**config.mk**
```make
export PLATFORM = sky130hd
export DESIGN_NAME = gpio_irq_ctrl
export DESIGN_NICKNAME = d
export VERILOG_FILES = /design/src/rtl/gpio_irq_ctrl.sv
export SDC_FILE = /design/constraint.sdc
export NUM_CORES = 1
export LEC_CHECK = 0
export BUFFER_PORTS_ARGS = -buffer_cell sky130_fd_sc_hd__buf_2
export CORE_ASPECT_RATIO = 0.5
export CORE_UTILIZATION = 50
export CTS_BUF_LIST = sky130_fd_sc_hd__clkbuf_4 sky130_fd_sc_hd__clkbuf_8
export DETAILED_ROUTE_END_ITERATION = 12
export HOLD_SLACK_MARGIN = 0.02
export PLACE_DENSITY = 0.66
export SLEW_MARGIN = 20
export SYNTH_ARGS = -nofsm -noshare
export SYNTH_HDL_FRONTEND = slang
export SYNTH_SLANG_ARGS = --single-unit
export TNS_END_PERCENT = 100
```
**constraint.sdc**
```tcl
create_clock -name clk -period 2.1 [get_ports clk]
set_input_delay 0.315 -clock clk [delete_from_list [all_inputs] [get_ports clk]]
set_output_delay 0.315 -clock clk [all_outputs]
set_load 0.02 [all_outputs]
```
**src/rtl/gpio_irq_ctrl.sv**
```systemverilog
module gpio_irq_ctrl #(
  parameter int NPINS = 32,
  parameter int FILT  = 16,
  parameter int AW    = 4
) (
  input  logic             clk,
  input  logic             rst_n,
  input  logic [NPINS-1:0] pin_i,
  input  logic             wr_en,
  input  logic [AW-1:0]    addr,
  input  logic [NPINS-1:0] wdata,
  output logic [NPINS-1:0] rdata,
  output logic [NPINS-1:0] irq_o
);
  localparam int CW = $clog2(FILT);
  localparam logic [CW-1:0] CMAX = CW'(FILT - 1);

  logic [NPINS-1:0] s1, s2, din, prev, flag, mask;
  logic [NPINS-1:0] en_rise, en_fall, en_high, en_low, en_filt;
  logic [NPINS-1:0] full, clr, inj, rise, fall, ev;

  assign clr  = (wr_en && addr == AW'(0)) ? wdata : '0;
  assign inj  = (wr_en && addr == AW'(2)) ? wdata : '0;
  assign rise = din & ~prev;
  assign fall = ~din & prev;
  assign ev   = (rise & en_rise) | (fall & en_fall) | (din & en_high) | (~din & en_low);
  assign irq_o = flag & mask;

  always_ff @(posedge clk or negedge rst_n) begin
    if (!rst_n) begin
      s1 <= '0; s2 <= '0; prev <= '0; flag <= '0; mask <= '0;
      en_rise <= '0; en_fall <= '0; en_high <= '0; en_low <= '0; en_filt <= '0;
    end else begin
      s1   <= pin_i;
      s2   <= s1;
      prev <= din;
      flag <= (flag & ~clr) | ev | inj;
      if (wr_en) begin
        case (addr)
          AW'(1): mask    <= wdata;
          AW'(4): en_rise <= wdata;
          AW'(5): en_fall <= wdata;
          AW'(6): en_high <= wdata;
          AW'(7): en_low  <= wdata;
          AW'(8): en_filt <= wdata;
          default: ;
        endcase
      end
    end
  end

  for (genvar i = 0; i < NPINS; i++) begin : g_pin
    logic          cand;
    logic [CW-1:0] cnt;
    assign full[i] = (cnt == CMAX);
    always_ff @(posedge clk or negedge rst_n) begin
      if (!rst_n) begin
        cand <= 1'b0; cnt <= '0; din[i] <= 1'b0;
      end else begin
        if (s2[i] != cand) begin
          cand <= s2[i];
          cnt  <= '0;
        end else if (!full[i]) begin
          cnt <= cnt + 1'b1;
        end
        if (en_filt[i]) din[i] <= full[i] ? cand : din[i];
        else            din[i] <= s2[i];
      end
    end
  end

  always_comb begin
    case (addr)
      AW'(0):  rdata = flag;
      AW'(1):  rdata = mask;
      AW'(3):  rdata = din;
      AW'(4):  rdata = en_rise;
      AW'(5):  rdata = en_fall;
      AW'(6):  rdata = en_high;
      AW'(7):  rdata = en_low;
      AW'(8):  rdata = en_filt;
      default: rdata = '0;
    endcase
  end

  a_r10_irq_known: assert property (@(posedge clk) disable iff (!rst_n)
    !$isunknown(irq_o));
  a_r6_sticky: assert property (@(posedge clk) disable iff (!rst_n)
    1'b1 |=> ((($past(flag) & ~$past(clr)) & ~flag) == '0));
  a_r6_clear: assert property (@(posedge clk) disable iff (!rst_n)
    1'b1 |=> (($past(clr & ~ev & ~inj) & flag) == '0));
  a_r3_edge_sets: assert property (@(posedge clk) disable iff (!rst_n)
    1'b1 |=> ((flag & $past(rise & en_rise)) == $past(rise & en_rise)));
  a_r7_inject: assert property (@(posedge clk) disable iff (!rst_n)
    (wr_en && addr == AW'(2)) |=> ((flag & $past(wdata)) == $past(wdata)));
  a_r9_filter_hold: assert property (@(posedge clk) disable iff (!rst_n)
    1'b1 |=> (((din ^ $past(din)) & $past(en_filt) & ~$past(full)) == '0));
endmodule

```
After elaboration in Yosys (flattened, before gate mapping). Cells that the tools add are included.

Memory bits (writable): 0. Memories kept: 0. Latch bits: 0. Register bits after elaboration: 512. Logic and storage cells: 430. ROM bits: 0.

Bitwise operators: 16. Mux-type cells: 131. Eq/ne operators: 136. Order comparisons: 0. Shift-type cells: 0. Reduce and logical (&&, ||, !) cells: 9. Div/mod/pow operators: 0. Multipliers: 0. Add/subtract/negate cells: 32.

Operators by type and width (number): $and A32 B32 Y32 (8); $mux W4 (64); $pmux W32 S8 (1); $or A32 B32 Y32 (5); $eq A4 B4 Y1 const B (33); $add A4 B1 Y4 const B (32); $ne A2 B1 Y1 const B (64); $not A32 Y32 (3); $mux W1 (64); $mux W32 (2); $ne A1 B1 Y1 (32); $eq A4 B3 Y1 const B (4); $reduce_and A2 Y1 (6); $eq A4 B2 Y1 const B (2); $eq A4 B1 Y1 const B (1); $logic_not A4 Y1 (1); $logic_and A1 B1 Y1 (2).

Depth between registers and ports, before layout.
Word-level depth: 8. Depth in mapped cells: 7. Depth with buffers taken out: 4.

Worst setup path after synthesis. OpenSTA, ideal clock, no wires.

Kind: input-to-output. Start point: in addr[1]. End point: out rdata[0]. Required time: 1.785 ns. Cell stages on the path: 5. Buffers on the path: 2. Slack: 0.111 ns. Data arrival time: 1.674 ns. Cell sequence: buf_2 -> nor2_1 -> clkbuf_1 -> a32oi_1 -> o21ai_0.

Longest elaborated chain between the ends: 2. Elaborated cells between the ends (all ways): 9. Classes of those cells: eq/ne (7); mux (1); reduce/logical (1).

Ends and longest elaborated chain: start, declared (line 10) `input logic [AW-1:0] addr,`; $eq A4 B4 Y1 (tied with other cells) (line 73) `case (addr)`; $pmux W32 S8 * (line 73); end, declared (line 12) `output logic [NPINS-1:0] rdata,`.

Every way passes the cells marked *; elsewhere a longest branch is shown, timed or not.

Worst setup path after layout.
Start point: reg en_high[14]. End point: out rdata[14].

Longest elaborated chain between the ends: 1.

Ends and longest elaborated chain: start, declared (line 19) `logic [NPINS-1:0] en_rise, en_fall, en_high, en_low, en_filt;`; start signal, assigned (line 43) `AW'(6): en_high <= wdata;`; $pmux W32 S8 (line 73).

No other way between the ends.

==> run summary <==
status: finished with violations
failing checks: DRC, setup timing
CP Max Fanout: 3
Psw: 0.00754 W
cell taking the most area after synthesis: dfrtp_1
largest family of logic cells by synthesized area: multiplexers
adder-cell share of the synthesized area: 1.78%
Synth Cell Area: 0.0225 mm²
Power Total: 0.0267 W
port bufs: 134
GPL Wtd Cong: 0.814
clock transition at the registers of the reported paths: 70 ps
flop2flop setup slack: 750 ps
worst r2r src: g_pin[25].cnt[0]
# Max-Cap Violations: 0
vias per cell: 5.59
Tcrit/Tclk final: 106%
Switching Share: 28.2%
syn nets: 1910
Critical Path RT: 1780 ps
dominant cells by area after synthesis: dfrtp_1 (57%), mux2_2 (9.0%), mux2i_1 (2.9%)
maximum clock insertion buffer count: 3
vias in the first global route: 15.7k
worst skew pair latency: 630 ps
Simple-Gate Fraction of Synth Area: 10.5%
proportion of synthesized chip area in sequential cells: 57.0%
CTS tree: yes
Async SR Flop Fraction: 100%
Pre-antenna DRT Iters: 10
Worst slew margin: 65.3%
Root Buffer: clkbuf_8
fin worst setup slack: -135 ps
Setup Skew: 12.8 ps
largest net degree at the start of global routing: 55
PwrDens: 966 mW/mm²
die area: 0.0458 mm²
CP Class: register to output pin
Hold EP: en_rise[0]
yosys warns: 0
Final Critical Period: 2240 ps
core area: 0.0439 mm²
hold_sp: wdata[0]
count leader, synth: dfrtp_1
DRT iter0 DRCs: 966
synth cell count leaders: dfrtp_1 (512), mux2_2 (180), nor2_1 (161)
Gate power share: 18.7%
Final setup viols: 10
worst vdd ir: 409 µV
RSZ-0062 raised after global routing: true
complex-gate fraction of the synthesized area: 8.85%
hold path cells: 2
EDFF count, synth: 0
FMAX: 447 MHz
htree depth: 3
setup_tns: -650 ps
DP Worst Slack: 32.7 ps
mux share of post-synthesis cell area: 16.5%
row count: 54
initial antenna violation count: 2
vias: 15.6k
Worst EP arrival: 1920 ps
final net count: 2240
clock network power share: 33.5%
RR Endpoint: din[25]
post-DP HPWL: 33700 µm
routed len/inst: 19.3 µm
GRT Overall Usage: 24.0%
Final Util: 62.9%
share of the synthesized area in the top cell type: 57.0%
Min-Delay Path Class: input port to register
share of layout cells above drive strength 1: 32.0%
CP endpoint kind: output pin
Slew Viols, Final: 0
Seq cells post-synth: 512
TritonCTS buffer count: 76
grt total ovfl: 0
FF-to-FF path depth: 4
area grow syn2layout: 23.0%
post-synthesis xor/xnor area fraction: 2.50%
Slew @ Worst Pin: 520 ps
die width: 302 µm
DRC Markers: 2
Die Y: 152 µm
Avg Synthesized Cell Area: 12.4 µm²
Clock Sinks: 512
first-pass GRT wire length: 86300 µm
io pins: 135
Worst Hold Slack: 54.5 ps
top_reg_cell synth: dfrtp_1
post-synth cell types: 43
effective utilization at floorplan: 51.1%
Hold Vio Cnt, Final: 0
P_int: 0.0192 W
share of power burned in registers: 47.9%
kind of start point of the critical path: register
P_leak: 12.4 nW
Post-Synthesis Cells: 1807
DRT antenna net count: 0
Post-Route WL: 53800 µm
[layout make-up]
type | instances | area [µm²]
Inverter | 32 | 120
Clock buffer | 126 | 1570
Clock inverter | 11 | 133
Fill cell | 3391 | 16300
Multi-Input combinational cell | 1166 | 9370
Timing Repair Buffer | 349 | 2900
Antenna cell | 2 | 5.00
Sequential cell | 512 | 12800
Tap cell | 588 | 736
[per-stage QoR]
| stage | area (µm²) | instances |
|---|---|---|
| floorplan | 22500 | 1807 |
| global placement | 24300 | 2501 |
| detailed placement | 24300 | 2501 |
| CTS | 27300 | 2765 |
| global route | 27600 | 2786 |
| finish | 27600 | 2786 |
[kinds of logic (layout without fill, tap and decap cells)]
group,after synthesis,after routing
buffers and inverters,129,518
other,0,2
flip-flops,512,512
XOR/XNOR,64,64
adder cells (fa/ha/maj),32,32
AND/OR/NAND/NOR,476,476
AO/OA/AOI/OAI,274,274
multiplexers,320,320
[layer usage]
| layer | vias to the layer above | track usage [%] | wire [µm] |
|---|---|---|---|
| met5 | - | 0 | 0 |
| met4 | 0 | 6.95 | 1410 |
| met3 | 115 | 4.63 | 2610 |
| met2 | 324 | 37.4 | 24900 |
| met1 | 7887 | 34.2 | 24900 |
| li1 | 7240 | - | - |
[critical path: stages, from the launching register on]
cell,delay [ps]
dfrtp_1,390
mux4_2,470
a22oi_2,160
o21ai_1,100
buf_4,170
[power groups by stage]
stage | clock network, W | registers [W] | logic (W)
2_1_floorplan | 0 | 0.0126 | 0.00300
3_3_place_gp | 0 | 0.0129 | 0.00404
3_5_place_dp | 0 | 0.0130 | 0.00416
4_1_cts | 0.00913 | 0.0127 | 0.00485
5_1_grt | 0.00957 | 0.0130 | 0.00550
6_report | 0.00893 | 0.0128 | 0.00499
[cell usage in the layout, fill, tap and decap left out, types with 4 or more instances in the layout]
| master | instances |
|---|---|
| nor3_1 | 64 |
| a22oi_2 | 47 |
| mux2_2 | 163 |
| a221o_1 | 32 |
| mux2i_1 | 64 |
| mux2_1 | 40 |
| a22oi_1 | 33 |
| clkinv_2 | 7 |
| a211oi_1 | 32 |
| ha_1 | 32 |
| mux2_4 | 47 |
| inv_1 | 32 |
| mux4_2 | 6 |
| and2_1 | 32 |
| nand2b_1 | 33 |
| buf_2 | 102 |
| nand2_1 | 40 |
| dlygate4sd3_1 | 64 |
| buf_4 | 150 |
| buf_12 | 27 |
| a31oi_1 | 64 |
| xor2_1 | 32 |
| nand3_1 | 96 |
| a222oi_1 | 4 |
| buf_6 | 4 |
| dfrtp_1 | 512 |
| a21oi_1 | 32 |
| nor2_1 | 160 |
| clkbuf_4 | 27 |
| o211ai_1 | 24 |
| clkbuf_8 | 99 |
| xnor2_1 | 32 |
| nor3b_1 | 32 |
[worst max path at each step]
stage                            to  cells past startpoint         from  slack [ps]
after detailed placement   rdata[2]                      6      addr[2]          30
final                     rdata[14]                      4  en_high[14]        -140
after CTS                  rdata[0]                      4    en_low[0]        -190
after floorplan            rdata[0]                      5      addr[1]         110
after global routing       rdata[0]                      4    en_low[0]        -230
after global placement     rdata[2]                      6      addr[2]          40
[registers in the layout, indices dropped and copies added, names as in the netlist]
name,cells
din,32
en_fall,32
en_filt,32
en_high,32
en_low,32
en_rise,32
flag,32
g_pin.cand,32
g_pin.cnt,128
mask,32
prev,32
s1,32
s2,32
[timing repair]
action / in CTS / in global routing
endpoints found under the setup margin: 32 / 32
pin swaps: 28 / 32
hold buffers: 64 / 0
hold endpoints to repair: 236 / 0
buffers inserted: 63 / 18
resized for setup: 60 / 42
cloned: 0 / 1
(Power assumes the default switching activity.)
